### src/rtl/phase_enc_pkg.sv
package phase_enc_pkg;

    localparam int DEF_PHASES = 16;

    function automatic logic vote3(input logic a, input logic b, input logic c);
        return (a & b) | (a & c) | (b & c);
    endfunction

endpackage

### src/rtl/phase_bubble_filter.sv
module phase_bubble_filter #(
    parameter int NPH = phase_enc_pkg::DEF_PHASES
) (
    input  logic [NPH-1:0] raw_i,
    output logic [NPH-1:0] filt_o
);
    import phase_enc_pkg::*;

    for (genvar g = 0; g < NPH; g++) begin : g_vote
        localparam int LO = (g + NPH - 1) % NPH;
        localparam int HI = (g + 1) % NPH;
        assign filt_o[g] = vote3(raw_i[LO], raw_i[g], raw_i[HI]);
    end

endmodule

### src/rtl/phase_edge_finder.sv
module phase_edge_finder #(
    parameter int NPH = phase_enc_pkg::DEF_PHASES,
    localparam int CW = $clog2(NPH),
    localparam int NW = $clog2(NPH + 1)
) (
    input  logic [NPH-1:0] filt_i,
    output logic [NPH-1:0] rise_o,
    output logic [CW-1:0]  idx_o,
    output logic           single_o
);
    logic [NW-1:0] rise_cnt;

    for (genvar g = 0; g < NPH; g++) begin : g_rise
        localparam int PREV = (g + NPH - 1) % NPH;
        assign rise_o[g] = filt_i[g] & ~filt_i[PREV];
    end

    always_comb begin
        idx_o    = '0;
        rise_cnt = '0;
        for (int i = 0; i < NPH; i++) begin
            if (rise_o[i]) begin
                idx_o    = idx_o | i[CW-1:0];
                rise_cnt = rise_cnt + NW'(1);
            end
        end
        single_o = (rise_cnt == NW'(1));
    end

endmodule

### src/rtl/phase_therm_encoder.sv
module phase_therm_encoder #(
    parameter int NPH = phase_enc_pkg::DEF_PHASES,
    localparam int CW = $clog2(NPH)
) (
    input  logic           clk,
    input  logic           rst_n,
    input  logic           start_i,
    input  logic [NPH-1:0] phase_i,
    output logic           done_o,
    output logic [CW-1:0]  code_o,
    output logic           err_o
);
    typedef struct packed {
        logic          done;
        logic          err;
        logic [CW-1:0] code;
    } enc_state_t;

    enc_state_t    st_d, st_q;
    logic [NPH-1:0] filt_vec;
    logic [NPH-1:0] rise_vec;
    logic [CW-1:0]  rise_idx;
    logic           one_rise;

    phase_bubble_filter #(.NPH(NPH)) u_filter (
        .raw_i  (phase_i),
        .filt_o (filt_vec)
    );

    phase_edge_finder #(.NPH(NPH)) u_finder (
        .filt_i   (filt_vec),
        .rise_o   (rise_vec),
        .idx_o    (rise_idx),
        .single_o (one_rise)
    );

    always_comb begin
        st_d      = st_q;
        st_d.done = start_i;
        if (start_i) begin
            st_d.err  = ~one_rise;
            st_d.code = one_rise ? rise_idx : '0;
        end
    end

    always_ff @(posedge clk or negedge rst_n) begin
        if (!rst_n) st_q <= '0;
        else        st_q <= st_d;
    end

    assign done_o = st_q.done;
    assign code_o = st_q.code;
    assign err_o  = st_q.err;

    assert_done_follows_R2: assert property (@(posedge clk) disable iff (!rst_n)
        start_i |=> done_o);
    assert_no_stray_done_R2: assert property (@(posedge clk) disable iff (!rst_n)
        !start_i |=> !done_o);
    assert_hold_idle_R7: assert property (@(posedge clk) disable iff (!rst_n)
        !start_i |=> ($stable(code_o) && $stable(err_o)));
    assert_single_rise_R3: assert property (@(posedge clk) disable iff (!rst_n)
        (start_i && $countones(rise_vec) == 1) |=> (!err_o && code_o == $past(rise_idx)));
    assert_flat_ring_R5: assert property (@(posedge clk) disable iff (!rst_n)
        (start_i && (filt_vec == '0 || filt_vec == '1)) |=> (err_o && code_o == '0));
    assert_multi_rise_R6: assert property (@(posedge clk) disable iff (!rst_n)
        (start_i && $countones(rise_vec) > 1) |=> (err_o && code_o == '0));

endmodule

### config.mk
export PLATFORM = sky130hd
export DESIGN_NAME = phase_therm_encoder
export DESIGN_NICKNAME = d
export VERILOG_FILES = /design/src/rtl/phase_enc_pkg.sv /design/src/rtl/phase_bubble_filter.sv /design/src/rtl/phase_edge_finder.sv /design/src/rtl/phase_therm_encoder.sv
export SDC_FILE = /design/constraint.sdc
export NUM_CORES = 1
export LEC_CHECK = 0
export BUFFER_PORTS_ARGS = -buffer_cell sky130_fd_sc_hd__clkbuf_2
export CORE_MARGIN = 2
export CORE_UTILIZATION = 40
export CTS_BUF_LIST = sky130_fd_sc_hd__clkbuf_4 sky130_fd_sc_hd__clkbuf_8
export DETAILED_ROUTE_END_ITERATION = 7
export GPL_TIMING_DRIVEN = 0
export PLACE_DENSITY = 0.67
export SYNTH_ARGS = -nofsm -noshare
export SYNTH_HDL_FRONTEND = slang
export SYNTH_SLANG_ARGS = --single-unit
### constraint.sdc
create_clock -name clk -period 1.65 [get_ports clk]
set_clock_uncertainty 0.2 [all_clocks]
set_input_delay 0.4125 -clock clk [delete_from_list [all_inputs] [get_ports clk]]
set_output_delay 0.4125 -clock clk [all_outputs]
set_load 0.02 [all_outputs]
# Word level (Yosys, flattened, before mapping)
# Cells that the tools add are included.
# totals
ff_bits,6
elab_cells,148
output_inout_bits,6
# op_classes
eq_ne,1
muxes,32
add_sub_neg,15
bitwise_logic,97
# ops
operator,count
adder 5 x 1 -> 5 bit (second input constant),15
two-way mux 5 bit,15
bitwise AND 1 bit,48
two-way mux 4 bit,9
bitwise OR 1 bit,32
NOT 1 bit,17
two-way mux 3 bit,4
equality test 5 x 1 -> 1 bit (second input constant),1
two-way mux 2 bit,2
two-way mux 1 bit,2

# Longest topological paths before layout
# logic_depth
word_depth,38
depth_mapped,51
depth_no_buf,50

# By module
# From an unflattened synthesis, not the netlist that was laid out.
# hier_totals
hier_cells,269
hier_area_um2,2065.7
# modules_own_cells
module,n_inst,area_per_inst_um2,cells_each
phase_edge_finder,1,1655.3,232
phase_therm_encoder,1,230.2,21
phase_bubble_filter,1,180.2,16

# Worst setup path after synthesis
# Ideal clock, no wire load.
# synth_timing
path_type,input-to-reg
from,in phase_i[1]
to,"reg st_q, in the netlist code_o[2]"
slack_ns,-7.489
n_path_buf,1
path_stages,50
arrival_time_ns,8.852
setup_time_ns,0.087
path_cell_list,buf_2 > a21o_1 > a221oi_4 > ha_1 > nand4bb_1 > nand2_1 > ha_1 > nor4_1 > a31oi_1 > ha_1 > o22ai_1 > nor2_1 > ha_1 > and2_1 > a211o_1 > ha_1 > nand2_1 > a21boi_0 > (+14 left out) > nor2_1 > ha_1 > nand2_1 > o21ai_0 > ha_1 > nor2b_1 > nor2_1 > ha_1 > nand2_1 > o31ai_1 > ha_1 > a22oi_1 > xnor2_1 > xnor2_1 > o211ai_1 > a41oi_1 > o211ai_1 > o211ai_1
# synth_via
elab_chain_cells,37
word_cells_on_any_way,50
# synth_lines
item,line,rtl
"start, declared",phase_therm_encoder.sv:8,"input logic [NPH-1:0] phase_i,"
bitwise AND 1 bit,phase_enc_pkg.sv:6,return (a & b) | (a & c) | (b & c);
bitwise OR 1 bit (2 in a row),phase_enc_pkg.sv:6,
bitwise AND 1 bit,phase_edge_finder.sv:15,assign rise_o[g] = filt_i[g] & ~filt_i[PREV];
two-way mux 1 bit,phase_edge_finder.sv:22,if (rise_o[i]) begin
adder 5 x 1 -> 5 bit,phase_edge_finder.sv:24,rise_cnt = rise_cnt + NW'(1);
two-way mux 5 bit,phase_edge_finder.sv:22,
adder 5 x 1 -> 5 bit,phase_edge_finder.sv:24,
two-way mux 5 bit,phase_edge_finder.sv:22,
(+20 left out),n/a,
adder 5 x 1 -> 5 bit,phase_edge_finder.sv:24,
two-way mux 5 bit *,phase_edge_finder.sv:22,
adder 5 x 1 -> 5 bit,phase_edge_finder.sv:24,
two-way mux 5 bit *,phase_edge_finder.sv:22,
adder 5 x 1 -> 5 bit,phase_edge_finder.sv:24,
two-way mux 5 bit *,phase_edge_finder.sv:22,
equality test 5 x 1 -> 1 bit *,phase_edge_finder.sv:27,single_o = (rise_cnt == NW'(1));
two-way mux 4 bit *,phase_therm_encoder.sv:42,st_d.code = one_rise ? rise_idx : '0;
"end signal, assigned",phase_therm_encoder.sv:48,else st_q <= st_d;
"end, declared",phase_therm_encoder.sv:19,"enc_state_t st_d, st_q;"
# Every way passes the cells marked *; elsewhere a longest branch is shown, timed or not.
# A chain may end at the register's enable or synchronous reset.

# Worst setup path after layout
# layout_timing
from,in phase_i[1]
to,"reg st_q, in the netlist code_o[3]"
# The elaborated chain is that of the path after synthesis.

==> results.txt <==
- Cell area after technology mapping: 0.00196 sq mm
- Worst hold path type: primary input to flop
- For the pin with the worst max-slew slack, the measured transition is 1170 ps.
- Wire per inst: 14.8 um
- Post-Syn Instances: 243
- Power share of the sequential group: 10.4%
* Critical path start-end classification: primary input to flop
* Reported max-cap violation count: 0
* Residual antenna-violating net count after detailed routing: 0
* Placement-stage cell area: 0.00224 sq mm
- The max-slew violation count came to 0.
* Primary flip-flop cell chosen by synthesis mapping: sky130_fd_sc_hd__dfrtp_1
- Post-synth EDFFs: 0
* Number of antenna violations at the first check in global routing: 0
* Chip Width: 74.0 um
* Largest area contributor in the netlist: sky130_fd_sc_hd__xnor2_1
* Peak ir drop on the vdd network: 0.000396 V
- Vias in the first global route: 1929
- The analysis attributes to cell leakage a power of 0.00119 uW.
- Clock network latency to the later pin of the worst-skew pair: 220 ps
- In this run the number of H-tree levels came out at 1.
- In this run, distinct cell masters in the synthesized netlist total 65.
- TritonCTS clock tree: done
- The first TritonRoute pass finished after 4 iterations.
- Cell with the most instances on the worst path: sky130_fd_sc_hd__ha_1
- Share of the synthesized netlist area taken by xor and xnor gates: 23.3%
- Most frequent standard cell in the layout excluding fill and tap cells: sky130_fd_sc_hd__buf_4
- Total of fill cells in the finished design: 409
- The share of total power dissipated in the clock network is 10.2%.
* Total power draw: 2150 uW
* Worst-case register-to-register setup slack: 570 ps
* Reg-to-Reg End: err_o
- Across all layers, the routed design uses 2071 vias.
* Final RePlAce weighted congestion: 0.844
- Sequential fraction of the synthesis area: 7.65%
- Dpl hpwl: 3800 um
- After synthesis, the share of cell area in mux cells is 2.68%.
* Violations in the final reports: negative setup slack
* Post-route cell area: 0.00280 sq mm
- After global routing the overflow that remains totals 0.
* Largest driver fanout on the critical path: 6
- Synthesized-area fraction occupied by and/or/nand/nor cells: 30.2%
* Achievable clock frequency: 111 MHz
* Syn_area_per_cell: 8.07 sq um
- Mapped Nets: 275
* DRC violations left: 0
- Minimum hold slack: 195 ps
- Internal Pwr Total: 1210 uW
* Total global-route track usage: 20.4%
* Initial Util: 41.5%
- Combinational family with the most area after synthesis: simple AND/OR/NAND/NOR gates
- In this run the core area contains 25 standard-cell rows.
- Fin nets: 341
* Hold Violations, Final: 0
- Minimum period implied by the final worst setup slack: 9030 ps
* Largest buffer count on any clock path: 2
- Setup tns final: -36700 ps
- Diodes inserted: 0
- Final worst-path setup slack: -7380 ps
- The number of cells on the worst reg-to-reg path is 2.
- The largest individual stage delay along the critical path comes from the cell sky130_fd_sc_hd__ha_1.
- For this design the total switching power over the nets is 945 uW.
- Worst setup path startpoint: phase_i[1]
- Drt total wl: 5540 um
* DRC marker count from the first detailed-route iteration: 77
- The worst setup path is launched from a primary input.
* Vias per inst: 5.54
- In this run the vertical extent of the chip is 74.0 um.
- The region available for standard cell placement spans 0.00472 sq mm.
* Number of clock buffers inserted by TritonCTS: 3
- Finished Core Util: 59.3%
* Highest-count cells in the layout ignoring fill and taps: sky130_fd_sc_hd__buf_4, sky130_fd_sc_hd__xnor2_1, sky130_fd_sc_hd__clkbuf_2
- Synth async-reset ratio: 100%
- In this run the clock root is driven by a sky130_fd_sc_hd__clkbuf_8.
- The worst pin sits at a relative slew slack of 21.6%.
- Critical Path Sink: code_o[3]
- Share of final-layout standard cells stronger than drive strength 1: 39.4%
* Wire length of the first global-routing pass: 8840 um
- The critical path contains buffers and inverters numbering 11 combined.
- Port buffering added 21 buffers.
- Worst path arrival time: 8960 ps
- Flops & latches, synth: 6
- On the worst path, the slowest cell contributes a delay of 350 ps.
- Logic pwr share: 79.4%
* Area of the die: 0.00548 sq mm
- Summing the areas of all fa, ha and maj instances in the mapped netlist gives 8.29% of the synthesized area.
* Startpoint of the most critical register-to-register path: err_o
- Summing the areas of all compound-gate instances in the mapped netlist gives 24.4% of the synthesized area.
* Largest net degree at the start of global routing: 11
- Most area-consuming cells after synthesis: sky130_fd_sc_hd__xnor2_1, sky130_fd_sc_hd__ha_1, sky130_fd_sc_hd__dfrtp_1
- Required arrival time at the worst endpoint: 1580 ps
* Cell family with most CP delay: adder cells
* Type of destination of the critical path: flop
* Post-synth top area share: 11.6%
- Fin crit share: 547%
- The multi-input combinational cells in the finished layout cover a total of 0.00197 sq mm.
- Switching share of total power: 43.9%
* Worst hold stages: 1
- I/O Pins: 25
- CTS saw 6 sinks.
* Final Setup Violations: 5
- Setup repair after global routing could not meet its margin everywhere.
* Register cell area after layout: 150 sq um
- Relative to the synthesized area, the layout overhead comes to 42.8%.
* Power density over cell area: 769 mW/mm^2
* Result of the run: finished with violations
- Stages on worst setup path: 53
- Warnings, synthesis: 0
* Reg clk slew, reported paths: 30 ps
## kinds of logic after synthesis
logic type	Yosys count
simple gates	105
fa+ha+maj	13
buf+inv	14
compound gates	59
mux	5
xor+xnor	41
flops	6
## how the worst min path moves through the flow
stage	start	to	slack, ps
2_1_floorplan	rst_n	code_o[0]	-80
3_3_place_gp	rst_n	code_o[1]	40
3_5_place_dp	rst_n	code_o[1]	40
4_1_cts	start_i	done_o	190
5_1_grt	start_i	done_o	200
6_report	start_i	done_o	200
## through the flow
stage / cells / worst slack (ps)
finish: 374 / -7380
global route: 374 / -7900
CTS: 368 / -7220
detailed placement: 331 / -8120
global placement: 331 / -8070
floorplan: 243 / -7120
## synth_stat cells, types with 3 or more instances
library cell,n
sky130_fd_sc_hd__xnor2_1,26
sky130_fd_sc_hd__nand2_1,20
sky130_fd_sc_hd__nor2_1,20
sky130_fd_sc_hd__ha_1,13
sky130_fd_sc_hd__nand2b_1,12
sky130_fd_sc_hd__o211ai_1,10
sky130_fd_sc_hd__nor3b_1,9
sky130_fd_sc_hd__inv_1,8
sky130_fd_sc_hd__nor3_1,8
sky130_fd_sc_hd__xor2_1,8
sky130_fd_sc_hd__a21oi_1,6
sky130_fd_sc_hd__a31oi_1,6
sky130_fd_sc_hd__and2_1,6
sky130_fd_sc_hd__dfrtp_1,6
sky130_fd_sc_hd__nand3_1,5
sky130_fd_sc_hd__nor2b_1,5
sky130_fd_sc_hd__a22oi_1,4
sky130_fd_sc_hd__or2_2,4
sky130_fd_sc_hd__mux2i_1,3
sky130_fd_sc_hd__nor4_1,3
sky130_fd_sc_hd__o21a_1,3
sky130_fd_sc_hd__o22ai_1,3
sky130_fd_sc_hd__xnor3_1,3
## final cells by class
| class | instances | area share [%] |
|---|---|---|
| Buffer | 6 | 2.68 |
| Sequential cell | 6 | 5.36 |
| Timing Repair Buffer | 61 | 15.9 |
| Clock buffer | 3 | 1.47 |
| Multi-Input combinational cell | 223 | 70.5 |
| Inverter | 8 | 1.07 |
| Tap cell | 67 | 2.99 |
## state kept, by name (all words and copies together) (netlist names)
| signal | flops |
|---|---|
| err_o | 1 |
| code_o | 4 |
| done_o | 1 |
## repair_timing
| item | 4_1_cts | 5_1_grt |
|---|---|---|
| hold buffers | 1 | 0 |
| setup buffers | 34 | 7 |
| setup endpoints to repair | 5 | 5 |
| gates resized for setup | 22 | 17 |
| pin swaps | 34 | 30 |
| hold endpoints to repair | 6 | 0 |
## power by group through the flow
stage	Clock (uW)	Sequential, uW	Combinational (uW)
3_5_place_dp	0	226	1260
2_1_floorplan	0	292	929
5_1_grt	237	231	1870
4_1_cts	220	226	1510
6_report	219	224	1710
3_3_place_gp	0	224	1240
## routing by layer
metal / routed length (um) / track usage [%] / vias to the layer above
met2: 2620 / 33.5 / 32
li1: - / - / 1041
met5: 0 / 0 / -
met3: 115 / 1.22 / 10
met1: 2730 / 28.9 / 988
met4: 82 / 5.66 / 0
Power figures use the tool's default switching activity.
